==> config.mk <==
export PLATFORM = sky130hd
export DESIGN_NAME = serial_audio_rx
export DESIGN_NICKNAME = d
export VERILOG_FILES = /design/src/rtl/sar_pkg.sv /design/src/rtl/sar_frame_tracker.sv /design/src/rtl/sar_msb_window.sv /design/src/rtl/serial_audio_rx.sv
export SDC_FILE = /design/constraint.sdc
export NUM_CORES = 1
export LEC_CHECK = 0
export BUFFER_PORTS_ARGS = -buffer_cell sky130_fd_sc_hd__buf_4
export CAP_MARGIN = 20
export CORE_MARGIN = 4
export CORE_UTILIZATION = 40
export DETAILED_ROUTE_END_ITERATION = 10
export PLACE_DENSITY_LB_ADDON = 0.08
export SLEW_MARGIN = 20
export SYNTH_ARGS = -nofsm -noshare
export SYNTH_HDL_FRONTEND = slang
export SYNTH_SLANG_ARGS = --single-unit
==> constraint.sdc <==
create_clock -name bit_clk -period 2.6 [get_ports bit_clk]
set_input_delay 0 -clock bit_clk [delete_from_list [all_inputs] [get_ports bit_clk]]
set_output_delay 0 -clock bit_clk [all_outputs]
set_load 0.005 [all_outputs]
==> src/rtl/sar_pkg.sv <==
package sar_pkg;
    localparam int OUT_W    = 24;
    localparam int NARROW_W = 16;
    localparam int CNT_W    = 7;

    typedef enum logic [1:0] {
        FMT_RJ16 = 2'b00,
        FMT_RJ24 = 2'b01,
        FMT_LJ24 = 2'b10,
        FMT_I2S  = 2'b11
    } fmt_e;

    typedef struct packed {
        logic [OUT_W-1:0] left;
        logic [OUT_W-1:0] right;
        logic [OUT_W-1:0] shreg;
        logic             have_left;
        logic             valid;
    } core_st_t;

    function automatic logic [OUT_W-1:0] widen(input logic [NARROW_W-1:0] n);
        return {n, {(OUT_W-NARROW_W){1'b0}}};
    endfunction
endpackage

==> src/rtl/sar_frame_tracker.sv <==
module sar_frame_tracker #(
    parameter int CNT_W = 7
) (
    input  logic             clk,
    input  logic             rst_n,
    input  logic             lr_i,
    output logic             edge_o,
    output logic             lr_prev_o,
    output logic             primed_o,
    output logic [CNT_W-1:0] pos_o,
    output logic [CNT_W-1:0] half_len_o
);
    localparam logic [CNT_W-1:0] CNT_MAX = {CNT_W{1'b1}};

    typedef struct packed {
        logic             lr;
        logic             primed;
        logic [CNT_W-1:0] cnt;
    } trk_t;

    trk_t st_d, st_q;
    logic [CNT_W-1:0] next_cnt;

    always_comb begin
        next_cnt   = (st_q.cnt == CNT_MAX) ? CNT_MAX : st_q.cnt + 1'b1;
        edge_o     = lr_i ^ st_q.lr;
        pos_o      = edge_o ? '0 : next_cnt;
        half_len_o = next_cnt;
        lr_prev_o  = st_q.lr;
        primed_o   = st_q.primed;
        st_d        = st_q;
        st_d.lr     = lr_i;
        st_d.primed = st_q.primed | edge_o;
        st_d.cnt    = pos_o;
    end

    always_ff @(posedge clk) begin
        if (!rst_n) st_q <= '0;
        else        st_q <= st_d;
    end

    AST_POS_RESTART: assert property (@(posedge clk) disable iff (!rst_n)
        edge_o |=> (pos_o == CNT_W'(1) || edge_o));
endmodule

==> src/rtl/sar_msb_window.sv <==
module sar_msb_window #(
    parameter int OUT_W = 24,
    parameter int CNT_W = 7
) (
    input  logic             clk,
    input  logic             rst_n,
    input  logic             sd_i,
    input  logic [CNT_W-1:0] pos_i,
    output logic [OUT_W-1:0] acc_o
);
    logic [OUT_W-1:0] acc_d, acc_q;

    always_comb begin
        acc_d = acc_q;
        if (pos_i < CNT_W'(OUT_W)) acc_d = {acc_q[OUT_W-2:0], sd_i};
    end

    always_ff @(posedge clk) begin
        if (!rst_n) acc_q <= '0;
        else        acc_q <= acc_d;
    end

    assign acc_o = acc_q;

    AST_WINDOW_HOLD: assert property (@(posedge clk) disable iff (!rst_n)
        (pos_i >= CNT_W'(OUT_W)) |=> $stable(acc_o));
endmodule

==> src/rtl/serial_audio_rx.sv <==
module serial_audio_rx
    import sar_pkg::*;
(
    input  logic             bit_clk,
    input  logic             rst_n,
    input  logic             frame_clk,
    input  logic             sdata,
    input  logic [1:0]       fmt_sel,
    output logic [OUT_W-1:0] left_o,
    output logic [OUT_W-1:0] right_o,
    output logic             pair_valid_o
);
    logic             fr_edge, lr_prev, primed;
    logic [CNT_W-1:0] pos, half_len;
    logic [OUT_W-1:0] acc;

    sar_frame_tracker #(.CNT_W(CNT_W)) u_trk (
        .clk(bit_clk), .rst_n(rst_n), .lr_i(frame_clk),
        .edge_o(fr_edge), .lr_prev_o(lr_prev), .primed_o(primed),
        .pos_o(pos), .half_len_o(half_len)
    );

    sar_msb_window #(.OUT_W(OUT_W), .CNT_W(CNT_W)) u_win (
        .clk(bit_clk), .rst_n(rst_n), .sd_i(sdata), .pos_i(pos), .acc_o(acc)
    );

    core_st_t         st_d, st_q;
    fmt_e             fmt;
    logic [OUT_W-1:0] shifted, word;
    logic             take_left;

    always_comb begin
        fmt     = fmt_e'(fmt_sel);
        shifted = {st_q.shreg[OUT_W-2:0], sdata};
        case (fmt)
            FMT_RJ16: word = widen(st_q.shreg[NARROW_W-1:0]);
            FMT_RJ24: word = st_q.shreg;
            FMT_LJ24: word = acc;
            default:  word = (half_len <= CNT_W'(NARROW_W)) ?
                             widen(shifted[NARROW_W-1:0]) : shifted;
        endcase
        take_left = (fmt == FMT_I2S) ? !lr_prev : lr_prev;

        st_d       = st_q;
        st_d.shreg = shifted;
        st_d.valid = 1'b0;
        if (fr_edge && primed) begin
            if (take_left) begin
                st_d.left      = word;
                st_d.have_left = 1'b1;
            end else begin
                st_d.right     = word;
                st_d.valid     = st_q.have_left;
                st_d.have_left = 1'b0;
            end
        end
    end

    always_ff @(posedge bit_clk) begin
        if (!rst_n) st_q <= '0;
        else        st_q <= st_d;
    end

    assign left_o       = st_q.left;
    assign right_o      = st_q.right;
    assign pair_valid_o = st_q.valid;

    AST_STROBE_SINGLE: assert property (@(posedge bit_clk) disable iff (!rst_n)
        pair_valid_o |=> !pair_valid_o);
    AST_STROBE_AFTER_EDGE: assert property (@(posedge bit_clk) disable iff (!rst_n)
        pair_valid_o |-> $past(fr_edge));
    AST_LEFT_AT_EDGE: assert property (@(posedge bit_clk) disable iff (!rst_n)
        !$stable(left_o) |-> $past(fr_edge));
    AST_RIGHT_AT_EDGE: assert property (@(posedge bit_clk) disable iff (!rst_n)
        !$stable(right_o) |-> $past(fr_edge));
    AST_NO_CAPTURE_UNPRIMED: assert property (@(posedge bit_clk) disable iff (!rst_n)
        (fr_edge && !primed) |=> ($stable(left_o) && $stable(right_o) && !pair_valid_o));
endmodule

Word-level counts from Yosys, hierarchy flattened
Cells that the tools add are included.
{"block": "classes", "addsub": 1, "n_lt_le_gt_ge": 2, "n_eq_ne": 4, "muxes": 6, "n_bitwise": 5, "reduce_logical": 6}
{"cell": "24-bit one-hot mux with 3 select lines", "n": 1}
{"cell": "24-bit two-way mux", "n": 1}
{"cell": "7-bit two-way mux", "n": 2}
{"cell": "7-bit by 1-bit adder with 7-bit output, second input constant", "n": 1}
{"cell": "7-bit equality test, second input constant", "n": 1}
{"cell": "7-bit by 5-bit <= comparator with 1-bit output, second input constant", "n": 1}
{"cell": "7-bit by 5-bit < comparator with 1-bit output, second input constant", "n": 1}
{"cell": "2-bit equality test, second input constant", "n": 2}
{"cell": "2-bit AND reduction", "n": 2}
{"cell": "1-bit inverter", "n": 3}
{"cell": "3-bit OR reduction", "n": 1}
{"cell": "2-bit by 1-bit equality test with 1-bit output, second input constant", "n": 1}
{"cell": "2-bit zero test", "n": 1}
{"cell": "1-bit two-way mux", "n": 2}
{"cell": "1-bit logical AND", "n": 1}
{"cell": "1-bit zero test", "n": 1}
{"cell": "1-bit OR", "n": 1}
{"cell": "1-bit XOR", "n": 1}
{"block": "word_totals", "ff_bits": 107, "inputBits": 6, "output_inout_bits": 49, "word_cells": 33}

Longest topological paths before layout
Gate-level depths: netlist (run 1).
{"block": "depth", "word_depth": 5, "depth_mapped": 8, "depth_no_buf": 6}

Modules after synthesis
From an unflattened synthesis (run 1), not the netlist that was laid out.
{"block": "unflattened", "hier_cells": 535, "hier_area_um2": 5047.3}
{"mod": "serial_audio_rx", "instances": 1, "cells_each": 395, "area_each_um2": 3666.0, "seq_area_each_um2": 1481.4}
{"mod": "sar_msb_window", "instances": 1, "cells_each": 79, "area_each_um2": 878.3, "seq_area_each_um2": 480.5}
{"mod": "sar_frame_tracker", "instances": 1, "cells_each": 61, "area_each_um2": 503.0, "seq_area_each_um2": 180.2}

Worst setup path before layout (run 1)
OpenSTA, ideal clock, no wires.
{"block": "synth_timing", "path_type": "register to register", "startpoint": "reg u_trk.st_q[0] (netlist bit)", "endpoint": "reg st_q, in the netlist left_o[4]", "setup_ns": 0.134, "arrival_time_ns": 2.043, "slack_ns": 0.423, "stages_incl_launch_ff": 8, "synth_period_minus_slack_ns": 2.177, "path_cell_list": "dfxtp_1 -> ha_1 -> or2_4 -> a2111oi_4 -> o2111ai_2 -> buf_6 -> a2111oi_4 -> a211oi_1"}
{"block": "synth_between", "elab_chain_cells": 5}
{"element": "start: declaration", "line": "sar_frame_tracker.sv:21", "rtl": "trk_t st_d, st_q;"}
{"element": "start signal: assignment", "line": "sar_frame_tracker.sv:39", "rtl": "else st_q <= st_d;"}
{"element": "7-bit by 1-bit adder with 7-bit output / 7-bit equality test (equally long branches)", "line": "sar_frame_tracker.sv:25", "rtl": "next_cnt = (st_q.cnt == CNT_MAX) ? CNT_MAX : st_q.cnt + 1'b1;"}
{"element": "7-bit two-way mux (*)", "line": "sar_frame_tracker.sv:25"}
{"element": "7-bit by 5-bit <= comparator with 1-bit output (*)", "line": "serial_audio_rx.sv:39", "rtl": "default: word = (half_len <= CNT_W'(NARROW_W)) ?"}
{"element": "24-bit two-way mux (*)", "line": "serial_audio_rx.sv:39"}
{"element": "24-bit one-hot mux with 3 select lines (*)", "line": "serial_audio_rx.sv:35", "rtl": "case (fmt)"}
{"element": "end signal: assignment", "line": "serial_audio_rx.sv:61", "rtl": "else st_q <= st_d;"}
{"element": "end: declaration", "line": "serial_audio_rx.sv:27", "rtl": "core_st_t st_d, st_q;"}
Mark *: on every way between the ends. The rest lies on a longest branch, timed or not.
A chain may end at the register's enable or synchronous reset.

Worst setup path in the final report (run 1)
{"block": "layout_timing", "startpoint": "reg u_trk.st_q[0] (netlist bit)", "endpoint": "reg st_q, in the netlist left_o[6]"}
Same word-level chain as after synthesis.

==> flow_metrics.env, run 1 <==
export IMPL_worstMarginPinSlew_ns=0.8037
export IMPL_p_leak_nw=2.024
export IMPL_syn_mean_instance_area_um2=8.678
export IMPL_ys_types=43
export IMPL_placedCellCount=756
export IMPL_netlist_top_cells_area="dfxtp_1 (41%), o21ai_0 (8.0%), buf_4 (7.0%), mux2i_1 (4.6%), a21oi_1 (4.5%)"
export IMPL_slowest_stage="a2111oi_4"
export IMPL_crit_arrival_ns=2.67
export IMPL_die_area_mm2=0.01505
export IMPL_synth_commonest_cells="dfxtp_1 (107), o21ai_0 (84), buf_4 (49), a21oi_1 (47), nand3_1 (41)"
export IMPL_core_mm2=0.01272
export IMPL_cp_max_fo=14
export IMPL_critPathMaxStageDelay_ns=0.40
export IMPL_p_int_mw=2.514
export IMPL_max_freq_mhz=408.0
export IMPL_yosysSeqAreaShare=0.4073
export IMPL_chipHeight_um=122.7
export IMPL_cts_root_buf="clkbuf_16"
export IMPL_yosysTopAreaCell="dfxtp_1"
export IMPL_n_antenna_cell=0
export IMPL_hpwl_mm=9.771
export IMPL_setup_violations=0
export IMPL_grt_max_degree=51
export IMPL_antenna_found_initial=0
export IMPL_die_w_um=122.7
export IMPL_outcome="complete, no violations"
export IMPL_topRoutingLayerUsed="met4"
export IMPL_overflow=0
export IMPL_io_buffers=54
export IMPL_crit_top_cell="a2111oi_4"
export IMPL_async_flop_share=0
export IMPL_fin_crit_ns=2.451
export IMPL_yosysMostFrequentCell="dfxtp_1"
export IMPL_ant_nets=0
export IMPL_syn_num_nets=613
export IMPL_slew_headroom=0.4642
export IMPL_drive_gt1_frac=0.1658
export IMPL_path_cells="ha_1, or2_4, a2111oi_4, o2111ai_4, buf_4, a2111oi_4, a211oi_1"
export IMPL_clk_pin_slew_ns=0.07
export IMPL_cts_setup_buffers=0
export IMPL_syn_area_mm2=0.005259
export IMPL_drtIter0Drc=349
export IMPL_wl_mm=14.17
export IMPL_finClkSkew_ns=0.005520
export IMPL_hold_viol=0
export IMPL_io_pin_count=55
export IMPL_n_fill_cell=1274
export IMPL_netlist_instances=606
export IMPL_dr_pass1_iters=4
export IMPL_end_kind="flop"
export IMPL_post_drt_wl_per_cell_um=18.29
export IMPL_place_congestion=0.7975
export IMPL_synth_edf_count=0
export IMPL_pwr_share_seq=0.508
export IMPL_cts_sinks=107
export IMPL_grt_total_usage=0.1925
export IMPL_holdCritPathClass="in -> reg"
export IMPL_fin_hold_ws_ns=0.1957
export IMPL_p_sw_frac=0.2403
export IMPL_met3_length_um=582
export IMPL_required_ns=2.82
export IMPL_clock_latency_ns=0.35
export IMPL_clockBufferDepth=2
export IMPL_slew_violations=0
export IMPL_irDropWorstVdd_mv=0.2735
export IMPL_yosysTopAreaCellShare=0.4073
export IMPL_setup_tns_ns=0
export IMPL_ys_ff_latch=107
export IMPL_grt_pass1_wl_mm=22.43
export IMPL_final_cells=775
export IMPL_h_tree_depth=3
export IMPL_start_kind="flop"
export IMPL_maxCapViolations=0
export IMPL_path_class="reg -> reg"
export IMPL_preCtsSetupSlack_ns=0.1072
export IMPL_setup_ws_ns=0.1493
export IMPL_grt_pass1_vias=4095
export IMPL_remaining_drc_errors=0
export IMPL_grt_setup_unrepaired="no"
export IMPL_dr_wl_met2_mm=6.504
export IMPL_cts_buffers=9
export IMPL_crit_buf_inv=1
export IMPL_clkPwrFrac=0.420
export IMPL_min_period_over_period=0.9426
export IMPL_ys_flop_type="dfxtp_1"
export IMPL_wl_met1_mm=6.882
export IMPL_finalNetCount=605
export IMPL_initial_core_util=0.4134
export IMPL_vias=4369
export IMPL_synth_warnings=0
export IMPL_path_delay_family="compound AO/OA/AOI/OAI gates"
export IMPL_pwr_share_comb=0.071
export IMPL_power_density_mw_per_mm2=568.6
export IMPL_placementRows=41
export IMPL_viasPerCell=5.637
export IMPL_area_growth_pct=10.68
export IMPL_p_switching_uw=795.1
export IMPL_cts_tree="yes"
[cell usage in the layout, fill, tap and decap left out, types with 2 or more instances in the layout]
master	n
a211oi_1	12
nand3_1	41
o21ai_0	84
and3_1	2
a31oi_1	2
a21oi_1	46
nand3b_1	2
nand2b_1	3
dfxtp_1	107
or2_2	2
clkbuf_16	9
nor2b_1	19
a32oi_1	16
nand2_1	33
or3_1	9
mux2i_1	24
nor2_1	19
a221o_1	8
a2111oi_0	3
a22o_1	9
dlygate4sd3_1	3
a22oi_1	17
a2111oi_4	5
and2_1	28
inv_1	3
buf_4	72
[path summary, 6_finish.rpt]
kind	endpoint	startpoint	cells past startpoint	slack [ns]
min	left_o[6]	fmt_sel[1]	4	0.20
max reg2reg	left_o[6]	u_trk.st_q[0]	7	0.15
max	left_o[6]	u_trk.st_q[0]	7	0.15
min reg2reg	left_o[2]	left_o[2]	2	0.46
[per-layer routing]
layer	global-route usage	vias to the layer above
li1	-	2140
met1	0.2683	2106
met2	0.3058	108
met3	0.02719	15
met4	0.06438	0
met5	0	-
[power by group through the flow]
stage | Combinational, mW | Clock, mW | Sequential (mW)
floorplan | 0.170 | 0 | 1.71
detailed placement | 0.233 | 0 | 1.72
finish | 0.236 | 1.39 | 1.68
global placement | 0.230 | 0 | 1.72
CTS | 0.236 | 1.44 | 1.68
global route | 0.261 | 1.49 | 1.68
[state kept, by name, indices dropped and copies added, names as in the netlist]
register	cells
u_trk.lr_prev_o	1
right_o	24
st_q	2
u_trk.st_q	7
u_win.acc_o	24
left_o	24
shifted	23
u_trk.primed_o	1
pair_valid_o	1
[tightest hold or removal path: stages]
cell	delay, ns
buf_4	0.21
nor2_1	0.11
or3_1	0.10
a211oi_1	0.06
[final cells by class]
cell class | instances | area, um^2 | area share
multi-input combinational | 401 | 2575 | 0.4424
timing repair buffer | 75 | 570.5 | 0.09802
clock inverter | 5 | 60.06 | 0.01032
sequential | 107 | 2142 | 0.3680
clock buffer | 11 | 242.7 | 0.04170
inverter | 4 | 15.01 | 0.002580
tap | 172 | 215.2 | 0.03697
[cell families after synthesis]
group,synth area share
compound gates,0.2679
simple gates,0.1658
flops,0.4073
buf+inv,0.1071
mux,0.04782
xor+xnor,0.001666
fa+ha+maj,0.002379
[timing repair]
| item | CTS | global route |
|---|---|---|
| resized for setup | 0 | 1 |
| setup endpoints to repair | 0 | 1 |
| hold buffers | 3 | 0 |
| endpoints found under the hold margin | 13 | 0 |
[per-stage QoR]
step | instance area [um^2] | util | power [mW]
floorplan | 5259 | - | 1.881
global placement | 5487 | 0.4313 | 1.949
detailed placement | 5487 | 0.4313 | 1.952
CTS | 5819 | 0.4574 | 3.353
global route | 5821 | 0.4575 | 3.432
finish | 5821 | 0.4575 | 3.310
No activity file was read; power rests on OpenSTA's default activity.
==> inputs of run 2 (changes only) <==
--- a/config.mk
+++ b/config.mk
@@ -7,10 +7,12 @@
 export LEC_CHECK = 0
 export BUFFER_PORTS_ARGS = -buffer_cell sky130_fd_sc_hd__buf_4
 export CAP_MARGIN = 20
-export CORE_MARGIN = 4
+export CORE_MARGIN = 2
 export CORE_UTILIZATION = 40
 export DETAILED_ROUTE_END_ITERATION = 10
+export GPL_TIMING_DRIVEN = 0
 export PLACE_DENSITY_LB_ADDON = 0.08
+export SKIP_CTS_REPAIR_TIMING = 1
 export SLEW_MARGIN = 20
 export SYNTH_ARGS = -nofsm -noshare
 export SYNTH_HDL_FRONTEND = slang
==> run 2 against run 1 <==
Power increased by 4.1%. Via count grew 7.1%. Global-route usage up 1.9 points. Utilization increased by 3.3 points. Non-clock buffer count is 75 higher. Sequential share of layout area down 2.5 points. Largest power group unchanged. Highest routed layer unchanged.
==> flow_metrics.env, run 2 (synthesis gave the netlist of run 1 again) <==
export IMPL_worstMarginPinSlew_ns=1.019
export IMPL_remaining_drc_errors=0
export IMPL_io_buffers=53
export IMPL_finalNetCount=680
export IMPL_end_kind="flop"
export IMPL_initial_core_util=0.4134
export IMPL_setup_tns_ns=0
export IMPL_clock_latency_ns=0.36
export IMPL_dr_pass1_iters=5
export IMPL_path_class="reg -> reg"
export IMPL_clk_pin_slew_ns=0.07
export IMPL_maxCapViolations=0
export IMPL_grt_total_usage=0.2117
export IMPL_finClkSkew_ns=0.008188
export IMPL_final_cells=850
export IMPL_drtIter0Drc=286
export IMPL_cts_sinks=107
export IMPL_hpwl_mm=10.86
export IMPL_fin_hold_ws_ns=0.07585
export IMPL_chipHeight_um=118.7
export IMPL_outcome="complete, no violations"
export IMPL_cts_buffers=9
export IMPL_vias=4679
export IMPL_crit_arrival_ns=2.67
export IMPL_h_tree_depth=3
export IMPL_p_leak_nw=2.280
export IMPL_start_kind="flop"
export IMPL_power_density_mw_per_mm2=551.6
export IMPL_slew_violations=0
export IMPL_io_pin_count=55
export IMPL_drive_gt1_frac=0.1991
export IMPL_setup_violations=0
export IMPL_cts_tree="yes"
export IMPL_core_mm2=0.01272
export IMPL_area_growth_pct=18.75
export IMPL_place_congestion=0.9606
export IMPL_grt_pass1_vias=4232
export IMPL_n_antenna_cell=0
export IMPL_required_ns=2.82
export IMPL_cts_root_buf="clkbuf_16"
export IMPL_clockBufferDepth=2
export IMPL_wl_mm=14.78
export IMPL_min_period_over_period=0.9437
export IMPL_antenna_found_initial=0
export IMPL_ant_nets=0
export IMPL_holdCritPathClass="in -> reg"
export IMPL_placementRows=41
export IMPL_irDropWorstVdd_mv=0.3367
export IMPL_cp_max_fo=10
export IMPL_die_w_um=118.7
export IMPL_max_freq_mhz=407.6
export IMPL_post_drt_wl_per_cell_um=17.39
export IMPL_grt_pass1_wl_mm=23.38
export IMPL_die_area_mm2=0.01408
export IMPL_final_cell_mix="dfxtp_1 (107), buf_4 (103), o21ai_0 (84)"
export IMPL_placedCellCount=831
export IMPL_grt_max_degree=18
export IMPL_fin_crit_ns=2.454
export IMPL_hold_viol=0
export IMPL_layout_commonest_cell="dfxtp_1"
export IMPL_overflow=0
export IMPL_slew_headroom=0.3193
export IMPL_viasPerCell=5.505
[run 2: cell count changes in the layout (fill, tap and decap cells not counted), sizes merged]
cell and change:
buf +38, bufinv +1, clkbuf +37, clkinv +1
clkinvlp -1, dlygate4sd3 -1
[run 2: final timing paths]
check           startpoint   endpoint  slack (ns)  depth (start not counted)
max          u_trk.st_q[0]  left_o[6]        0.15                          7
max reg2reg  u_trk.st_q[0]  left_o[6]        0.15                          7
min reg2reg      left_o[4]  left_o[4]        0.46                          2
min                  rst_n  left_o[2]        0.08                          3
[run 2: metal layers]
metal / wire length [um] / GRT usage / up-vias
met5: 0 / 0 / -
met4: 281 / 0.07738 / 0
met3: 1009 / 0.04537 / 21
met2: 6578 / 0.3154 / 167
met1: 6909 / 0.2996 / 2201
li1: - / - / 2290
[run 2: where the power goes]
group          leakage, nW  switching (mW)  internal [mW]  total, mW
Sequential           0.865          0.0223           1.66       1.68
Clock                0.163           0.630          0.873       1.50
Combinational         1.25           0.171         0.0899      0.261
Total                 2.28           0.824           2.62       3.44
[run 2: area by class of cell]
type                       instances  area [um^2]
sequential                       107         2142
multi-input combinational        401         2572
timing repair buffer              56        425.4
clock inverter                     6        87.58
inverter                           4        15.01
buffer                            94        548.0
tap                              172        215.2
clock buffer                      10        239.0
fill                            1301         6477
[run 2: worst max-delay path: stages (launching register included)]
cell	delay, ns
dfxtp_1	0.36
ha_1	0.30
or2_4	0.29
a2111oi_4	0.40
o2111ai_4	0.25
buf_6	0.25
a2111oi_4	0.37
a211oi_1	0.09
[run 2: through the flow]
step	worst slack [ns]	area, um^2	total power [mW]	utilization
floorplan	0.4229	5259	1.881	-
global placement	-0.05131	5872	1.970	0.4615
detailed placement	-0.03853	5872	1.973	0.4615
CTS	-0.04984	6198	3.471	0.4872
global route	-0.004534	6245	3.570	0.4909
finish	0.1465	6245	3.445	0.4909
